## src/rtl/lpc_pkg.sv

```systemverilog
package lpc_pkg;

    typedef enum logic [1:0] {
        LPC_IDLE   = 2'd0,
        LPC_FILL   = 2'd1,
        LPC_ACTIVE = 2'd2
    } lpc_state_t;

endpackage

```

## src/rtl/lpc_detect.sv

```systemverilog
// Qualifies the decoded branch information of the word fetched this cycle.
module lpc_detect #(
    parameter int DEPTH = 32,
    parameter int OFFW  = 8,
    parameter int IW    = $clog2(DEPTH)
) (
    input  logic            br_sbb,
    input  logic            br_taken,
    input  logic [OFFW-1:0] br_off,
    input  logic            cof_taken,
    output logic            loop_take,
    output logic            back_taken,
    output logic            redirect,
    output logic [IW-1:0]   off_idx
);

    localparam logic [OFFW-1:0] LIMIT = OFFW'(DEPTH);

    logic fits;

    always_comb begin
        fits       = (br_off != '0) && (br_off < LIMIT);
        back_taken = br_sbb && br_taken;
        loop_take  = back_taken && fits && !cof_taken;
        redirect   = back_taken || cof_taken;
        off_idx    = br_off[IW-1:0];
    end

endmodule

```

## src/rtl/lpc_array.sv

```systemverilog
// Tagless, valid-less direct-mapped instruction store.
module lpc_array #(
    parameter int DW    = 32,
    parameter int DEPTH = 32,
    parameter int IW    = $clog2(DEPTH)
) (
    input  logic          clk,
    input  logic          wr_en,
    input  logic [IW-1:0] wr_idx,
    input  logic [DW-1:0] wr_data,
    input  logic [IW-1:0] rd_idx,
    output logic [DW-1:0] rd_data
);

    logic [DW-1:0] mem_q [DEPTH];

    always_ff @(posedge clk) begin
        if (wr_en) begin
            mem_q[wr_idx] <= wr_data;
        end
    end

    always_comb begin
        rd_data = mem_q[rd_idx];
    end

endmodule

```

## src/rtl/lpc_ctrl.sv

```systemverilog
// Idle / fill / active sequencing with a position counter inside the body.
module lpc_ctrl
    import lpc_pkg::*;
#(
    parameter int DEPTH = 32,
    parameter int OFFW  = 8,
    parameter int IW    = $clog2(DEPTH)
) (
    input  logic            clk,
    input  logic            rst_n,
    input  logic            fe_req,
    input  logic            loop_take,
    input  logic            back_taken,
    input  logic            redirect,
    input  logic            cof_taken,
    input  logic [IW-1:0]   off_idx,
    input  logic [OFFW-1:0] br_off,
    output lpc_state_t      state,
    output logic            serve,
    output logic            wr_en
);

    typedef struct packed {
        lpc_state_t    state;
        logic [IW-1:0] pos;
        logic [IW-1:0] last;
        logic          serve;
    } ctrl_t;

    localparam ctrl_t CTRL_RST = '{state: LPC_IDLE, pos: '0, last: '0, serve: 1'b0};

    ctrl_t cur_q, nxt_d;
    logic  at_end;
    logic  loop_again;

    always_comb begin
        nxt_d      = cur_q;
        wr_en      = 1'b0;
        at_end     = (cur_q.pos == cur_q.last);
        loop_again = back_taken && !cof_taken && (br_off == OFFW'(cur_q.last));
        case (cur_q.state)
            LPC_IDLE: begin
                if (fe_req && loop_take) begin
                    nxt_d.state = LPC_FILL;
                    nxt_d.pos   = '0;
                    nxt_d.last  = off_idx;
                    nxt_d.serve = 1'b0;
                end
            end
            LPC_FILL: begin
                if (fe_req) begin
                    wr_en = 1'b1;
                    if (at_end) begin
                        if (loop_again) begin
                            nxt_d.state = LPC_ACTIVE;
                            nxt_d.pos   = '0;
                            nxt_d.serve = 1'b1;
                        end else begin
                            nxt_d = CTRL_RST;
                        end
                    end else if (redirect) begin
                        nxt_d = CTRL_RST;
                    end else begin
                        nxt_d.pos = cur_q.pos + 1'b1;
                    end
                end
            end
            LPC_ACTIVE: begin
                if (fe_req) begin
                    if (at_end) begin
                        if (loop_again) begin
                            nxt_d.pos = '0;
                        end else begin
                            nxt_d = CTRL_RST;
                        end
                    end else if (redirect) begin
                        nxt_d = CTRL_RST;
                    end else begin
                        nxt_d.pos = cur_q.pos + 1'b1;
                    end
                end
            end
            default: nxt_d = CTRL_RST;
        endcase
    end

    always_ff @(posedge clk) begin
        if (!rst_n) begin
            cur_q <= CTRL_RST;
        end else begin
            cur_q <= nxt_d;
        end
    end

    always_comb begin
        state = cur_q.state;
        serve = cur_q.serve;
    end

endmodule

```

## src/rtl/lpc_top.sv

```systemverilog
module lpc_top
    import lpc_pkg::*;
#(
    parameter int AW    = 16,
    parameter int DW    = 32,
    parameter int DEPTH = 32,
    parameter int OFFW  = 8
) (
    input  logic            clk,
    input  logic            rst_n,
    input  logic            fe_req,
    input  logic [AW-1:0]   fe_addr,
    output logic [DW-1:0]   fe_rdata,
    input  logic            br_sbb,
    input  logic            br_taken,
    input  logic [OFFW-1:0] br_off,
    input  logic            cof_taken,
    output logic            mc_req,
    output logic            mc_en,
    output logic [AW-1:0]   mc_addr,
    input  logic [DW-1:0]   mc_data
);

    localparam int IW = $clog2(DEPTH);

    logic          loop_take;
    logic          back_taken;
    logic          redirect;
    logic [IW-1:0] off_idx;
    lpc_state_t    ctl_state;
    logic          serve;
    logic          arr_we;
    logic [DW-1:0] arr_rdata;
    logic [IW-1:0] idx;

    assign idx = fe_addr[IW-1:0];

    lpc_detect #(.DEPTH(DEPTH), .OFFW(OFFW), .IW(IW)) u_detect (
        .br_sbb     (br_sbb),
        .br_taken   (br_taken),
        .br_off     (br_off),
        .cof_taken  (cof_taken),
        .loop_take  (loop_take),
        .back_taken (back_taken),
        .redirect   (redirect),
        .off_idx    (off_idx)
    );

    lpc_ctrl #(.DEPTH(DEPTH), .OFFW(OFFW), .IW(IW)) u_ctrl (
        .clk        (clk),
        .rst_n      (rst_n),
        .fe_req     (fe_req),
        .loop_take  (loop_take),
        .back_taken (back_taken),
        .redirect   (redirect),
        .cof_taken  (cof_taken),
        .off_idx    (off_idx),
        .br_off     (br_off),
        .state      (ctl_state),
        .serve      (serve),
        .wr_en      (arr_we)
    );

    lpc_array #(.DW(DW), .DEPTH(DEPTH), .IW(IW)) u_array (
        .clk     (clk),
        .wr_en   (arr_we),
        .wr_idx  (idx),
        .wr_data (mc_data),
        .rd_idx  (idx),
        .rd_data (arr_rdata)
    );

    always_comb begin
        mc_en    = !serve;
        mc_req   = fe_req && mc_en;
        mc_addr  = fe_addr;
        fe_rdata = serve ? arr_rdata : mc_data;
    end

endmodule

```

## config.mk

```make
export PLATFORM = sky130hd
export DESIGN_NAME = lpc_top
export DESIGN_NICKNAME = d
export VERILOG_FILES = /design/src/rtl/lpc_pkg.sv /design/src/rtl/lpc_detect.sv /design/src/rtl/lpc_array.sv /design/src/rtl/lpc_ctrl.sv /design/src/rtl/lpc_top.sv
export SDC_FILE = /design/constraint.sdc
export NUM_CORES = 1
export LEC_CHECK = 0
export ABC_AREA = 0
export BUFFER_PORTS_ARGS = -buffer_cell sky130_fd_sc_hd__buf_2
export CAP_MARGIN = 30
export CORE_MARGIN = 1.5
export CORE_UTILIZATION = 30
export CTS_CLUSTER_DIAMETER = 150
export CTS_CLUSTER_SIZE = 8
export DETAILED_ROUTE_END_ITERATION = 10
export PLACE_DENSITY = 0.53
export SKIP_CTS_REPAIR_TIMING = 1
export SYNTH_ARGS = -nofsm -noshare
export SYNTH_HDL_FRONTEND = slang
export SYNTH_HIERARCHICAL = 1
export SYNTH_SLANG_ARGS = --single-unit
```

## constraint.sdc

```tcl
create_clock -name clk -period 9.4 [get_ports clk]
set_input_delay 1.88 -clock clk [delete_from_list [all_inputs] [get_ports clk]]
set_output_delay 1.88 -clock clk [all_outputs]
set_load 0.01 [all_outputs]
```

==> report_table.html <==
<table>
<tr><th>Metric</th><th>Value</th></tr>
<tr><th colspan="2">Routing</th></tr>
<tr><td>Number of violations reported at the end of detailed-routing iteration 0</td><td>around 1800</td></tr>
<tr><td>Number of nets with antenna violations after routing</td><td>0</td></tr>
<tr><td>DRC viols</td><td>0</td></tr>
<tr><td>Wire per inst</td><td>26.3 um</td></tr>
<tr><td>Vias per Instance</td><td>slightly above 5</td></tr>
<tr><td>Wirelength, routed</td><td>~110 mm</td></tr>
<tr><td>Number of iterations in the first detailed-routing pass</td><td>5</td></tr>
<tr><td>Routed via count</td><td>22277</td></tr>
<tr><th colspan="2">Yosys</th></tr>
<tr><td>Cells after synthesis</td><td>2380</td></tr>
<tr><td>Synth warnings</td><td>6</td></tr>
<tr><td>Synth Cell Area</td><td>41300 sq um</td></tr>
<tr><td>Synthesized Nets</td><td>2443</td></tr>
<tr><td>Mapped Avg Cell Area</td><td>17.4 sq um</td></tr>
<tr><th colspan="2">Global routing</th></tr>
<tr><td>Combined global-route utilization of all metal layers</td><td>between 10% and 20%</td></tr>
<tr><td>Congestion Overflow GR</td><td>0</td></tr>
<tr><td>Wire length of the first global-routing pass</td><td>161 mm</td></tr>
<tr><td>Busiest grt layer</td><td>met2</td></tr>
<tr><td>Met2 routing resource usage after global routing</td><td>26.4%</td></tr>
<tr><td>Global routing met1 resource utilization</td><td>20.8%</td></tr>
<tr><td>Number of antenna violations at the first check in global routing</td><td>10</td></tr>
<tr><td>Largest net degree at the start of global routing</td><td>116</td></tr>
<tr><td>Met3 layer usage reported by global route</td><td>roughly 3.7%</td></tr>
<tr><td>Number of global-route vias before repair</td><td>22434</td></tr>
<tr><th colspan="2">Power and ir drop</th></tr>
<tr><td>Peak supply drop</td><td>0.000175 V</td></tr>
<tr><td>Power density of the placed cells</td><td>~210 nW/um^2</td></tr>
<tr><td>Lkg Pwr</td><td>16.4 nW</td></tr>
<tr><th colspan="2">Clock network</th></tr>
<tr><td>Clock Tree Root</td><td>sky130_fd_sc_hd__clkbuf_16</td></tr>
<tr><td>Number of levels the H-tree was split into</td><td>4</td></tr>
<tr><td>Insertion delay of the later-clocked pin in the worst-skew pair</td><td>approximately 0.74 ns</td></tr>
<tr><td>Total clock buffers created by CTS</td><td>147</td></tr>
<tr><td>Maximum clock insertion buffer count</td><td>3</td></tr>
<tr><td>TritonCTS Sinks</td><td>1037</td></tr>
<tr><td>TritonCTS clock tree</td><td>built</td></tr>
<tr><td>Register clock-pin slew on the reported worst setup and hold paths</td><td>about 0.040 ns</td></tr>
<tr><th colspan="2">Place</th></tr>
<tr><td>Post-detail-place hpwl</td><td>61.7 mm</td></tr>
<tr><td>Placer Congestion</td><td>0.725</td></tr>
<tr><td># port buffers</td><td>89</td></tr>
<tr><th colspan="2">Critical path</th></tr>
<tr><td>Critical path's slowest cell</td><td>sky130_fd_sc_hd__and2_4</td></tr>
<tr><td>CP Launch Point</td><td>fe_addr[2]</td></tr>
<tr><td>Max Fanout on Critical Path</td><td>72</td></tr>
<tr><td>Setup slack, reg-to-reg</td><td>5.61 ns</td></tr>
<tr><td>Critical path, cell by cell</td><td>buf_2 &gt; and2_4 &gt; buf_12 &gt; a22o_1 &gt; nor3_1 &gt; a31oi_1 &gt; nand3_1 &gt; mux2_4 &gt; buf_2</td></tr>
<tr><td>Arrival time at the worst endpoint</td><td>4.98 ns</td></tr>
<tr><td>Setup crit start kind</td><td>input pin</td></tr>
<tr><td>Cell repeated most along the worst path</td><td>sky130_fd_sc_hd__buf_2</td></tr>
<tr><td>Endpoint class of the critical path</td><td>output pin</td></tr>
<tr><td>Setup crit end</td><td>fe_rdata[2]</td></tr>
<tr><td>Setup Crit Path Kind</td><td>in -&gt; out</td></tr>
<tr><td>Highest cell delay on the worst timing path</td><td>0.83 ns</td></tr>
<tr><td>Number of cells traversed by the worst register-to-register path</td><td>6</td></tr>
<tr><td>Endpoint of the worst register-to-register path</td><td>u_array/mem_q[9][31]</td></tr>
<tr><td>Worst reg2reg path startpoint</td><td>u_ctrl/state[1]</td></tr>
<tr><td>Required time of the worst setup path</td><td>7.52 ns</td></tr>
<tr><th colspan="2">Layout</th></tr>
<tr><td>Final core utilization</td><td>34.8%</td></tr>
<tr><td>Final Net Count</td><td>2578</td></tr>
<tr><td>Layout cell share with drive strength beyond 1</td><td>15.0%</td></tr>
<tr><td>Signed area change from the synthesized netlist to the final layout</td><td>15.6%</td></tr>
<tr><th colspan="2">STA</th></tr>
<tr><td>Final Hold Viols</td><td>0</td></tr>
<tr><td>Max-Slew Margin vs Limit</td><td>28.8%</td></tr>
<tr><td>Final Max Slew Viols</td><td>0</td></tr>
<tr><td>Final setup vio count</td><td>0</td></tr>
<tr><td>Setup TNS Final</td><td>0 ns</td></tr>
<tr><td>Final Critical Period</td><td>a little under 7 ns</td></tr>
<tr><td>Top achievable clock speed</td><td>0.146 GHz</td></tr>
<tr><td>Least-Margin Pin Slew</td><td>1.06 ns</td></tr>
<tr><td>Setup repair after global routing missed its margin</td><td>no</td></tr>
<tr><td>Fraction of the cycle the final worst path needs</td><td>73.0%</td></tr>
<tr><td>Maximum clock skew at final layout</td><td>0.0123 ns</td></tr>
<tr><th colspan="2">Worst hold path</th></tr>
<tr><td>Min-delay worst type</td><td>reg -&gt; reg</td></tr>
<tr><td>Worst hold path depth</td><td>2</td></tr>
<tr><th colspan="2">Run</th></tr>
<tr><td>Max-cap check violation count</td><td>0</td></tr>
<tr><th colspan="2">Floorplan</th></tr>
<tr><td>Die outline height</td><td>374 um</td></tr>
<tr><td>Initial Util</td><td>a little under a third</td></tr>
<tr><td>Overall die area</td><td>140000 sq um</td></tr>
<tr><td>Horizontal extent of the die</td><td>374 um</td></tr>
<tr><td># IOs</td><td>approximately 110</td></tr>
<tr><td>Core outline area</td><td>137000 sq um</td></tr>
<tr><td>Number of rows created at floorplan</td><td>approximately 140</td></tr>
<tr><th colspan="2">Status</th></tr>
<tr><td>Run status</td><td>finished clean</td></tr>
</table>
[power by group]
group          switching [mW]  leakage, nW  internal [mW]
Combinational           0.298         5.12          0.146
Clock                    1.82         1.93           2.82
Sequential           0.000283         9.30           5.09
[critical path: cells and delay by family]
kind | cells | cell delay (ns)
and+or+nand+nor | 3 | 1.06
buffers and inverters | 3 | 0.90
AOI/OAI and AO/OA | 2 | 0.62
muxes | 1 | 0.28
[registers in the layout, summed over array words and instances, names as in the netlist]
signal         count
u_ctrl/state       2
u_ctrl/serve       1
u_ctrl/cur_q      10
u_array/mem_q   1024
[per-stage QoR]
stage	setup slack (ns)	hold slack, ns	instances	total power, mW	area, sq um
final	2.54	0.547	4332	10.2	47800
after global placement	2.62	0.523	4158	5.61	43800
after global routing	2.45	0.565	4328	10.5	47800
after floorplan	4.28	0.463	2380	5.45	41300
after detailed placement	2.59	0.537	4160	5.62	43800
after CTS	2.59	0.546	4328	10.3	47800
[placed cells by master, fill, tap and decap left out, types with 5 or more instances in the layout]
cell type                      n
sky130_fd_sc_hd__edfxtp_1   1024
sky130_fd_sc_hd__xnor2_1       5
sky130_fd_sc_hd__mux2i_1     512
sky130_fd_sc_hd__a31oi_1      32
sky130_fd_sc_hd__xor2_1        6
sky130_fd_sc_hd__nand3_1     105
sky130_fd_sc_hd__nand3b_1      6
sky130_fd_sc_hd__dfxtp_1      12
sky130_fd_sc_hd__nand2_1     103
sky130_fd_sc_hd__clkbuf_1      7
sky130_fd_sc_hd__clkbuf_16   151
sky130_fd_sc_hd__nor2_4       33
sky130_fd_sc_hd__mux2_4       28
sky130_fd_sc_hd__buf_12        7
sky130_fd_sc_hd__a22oi_1      96
sky130_fd_sc_hd__buf_4        42
sky130_fd_sc_hd__nor3_1       36
sky130_fd_sc_hd__inv_1         5
sky130_fd_sc_hd__buf_2        88
sky130_fd_sc_hd__a21oi_1     100
sky130_fd_sc_hd__a22o_1       69
[cell type report]
class                      instances  area (sq um)
fill                           12855         89400
sequential                      1037         31000
multi-input combinational       1184          9600
clock buffer                     158          3800
tap                             1794          2240
timing repair buffer             140           966
clock inverter                    10           136
inverter                           5          18.8
antenna                            4          10.0
[how the worst min path moves through the flow]
stage                               start              end  slack [ns]
after floorplan              u_ctrl/serve     u_ctrl/serve        0.46
after global placement    u_ctrl/cur_q[8]  u_ctrl/cur_q[8]        0.52
after detailed placement  u_ctrl/cur_q[8]  u_ctrl/cur_q[8]        0.54
after CTS                 u_ctrl/cur_q[8]  u_ctrl/cur_q[8]        0.55
after global routing      u_ctrl/cur_q[8]  u_ctrl/cur_q[8]        0.57
final                     u_ctrl/cur_q[8]  u_ctrl/cur_q[8]        0.55
[per-layer routing]
layer,wire (um),vias up
met1,48500,11690
met3,7460,158
met2,55200,785
met5,41,-
met4,2890,6
li1,-,9638
Note: power is estimated with default switching activity, not from simulation.
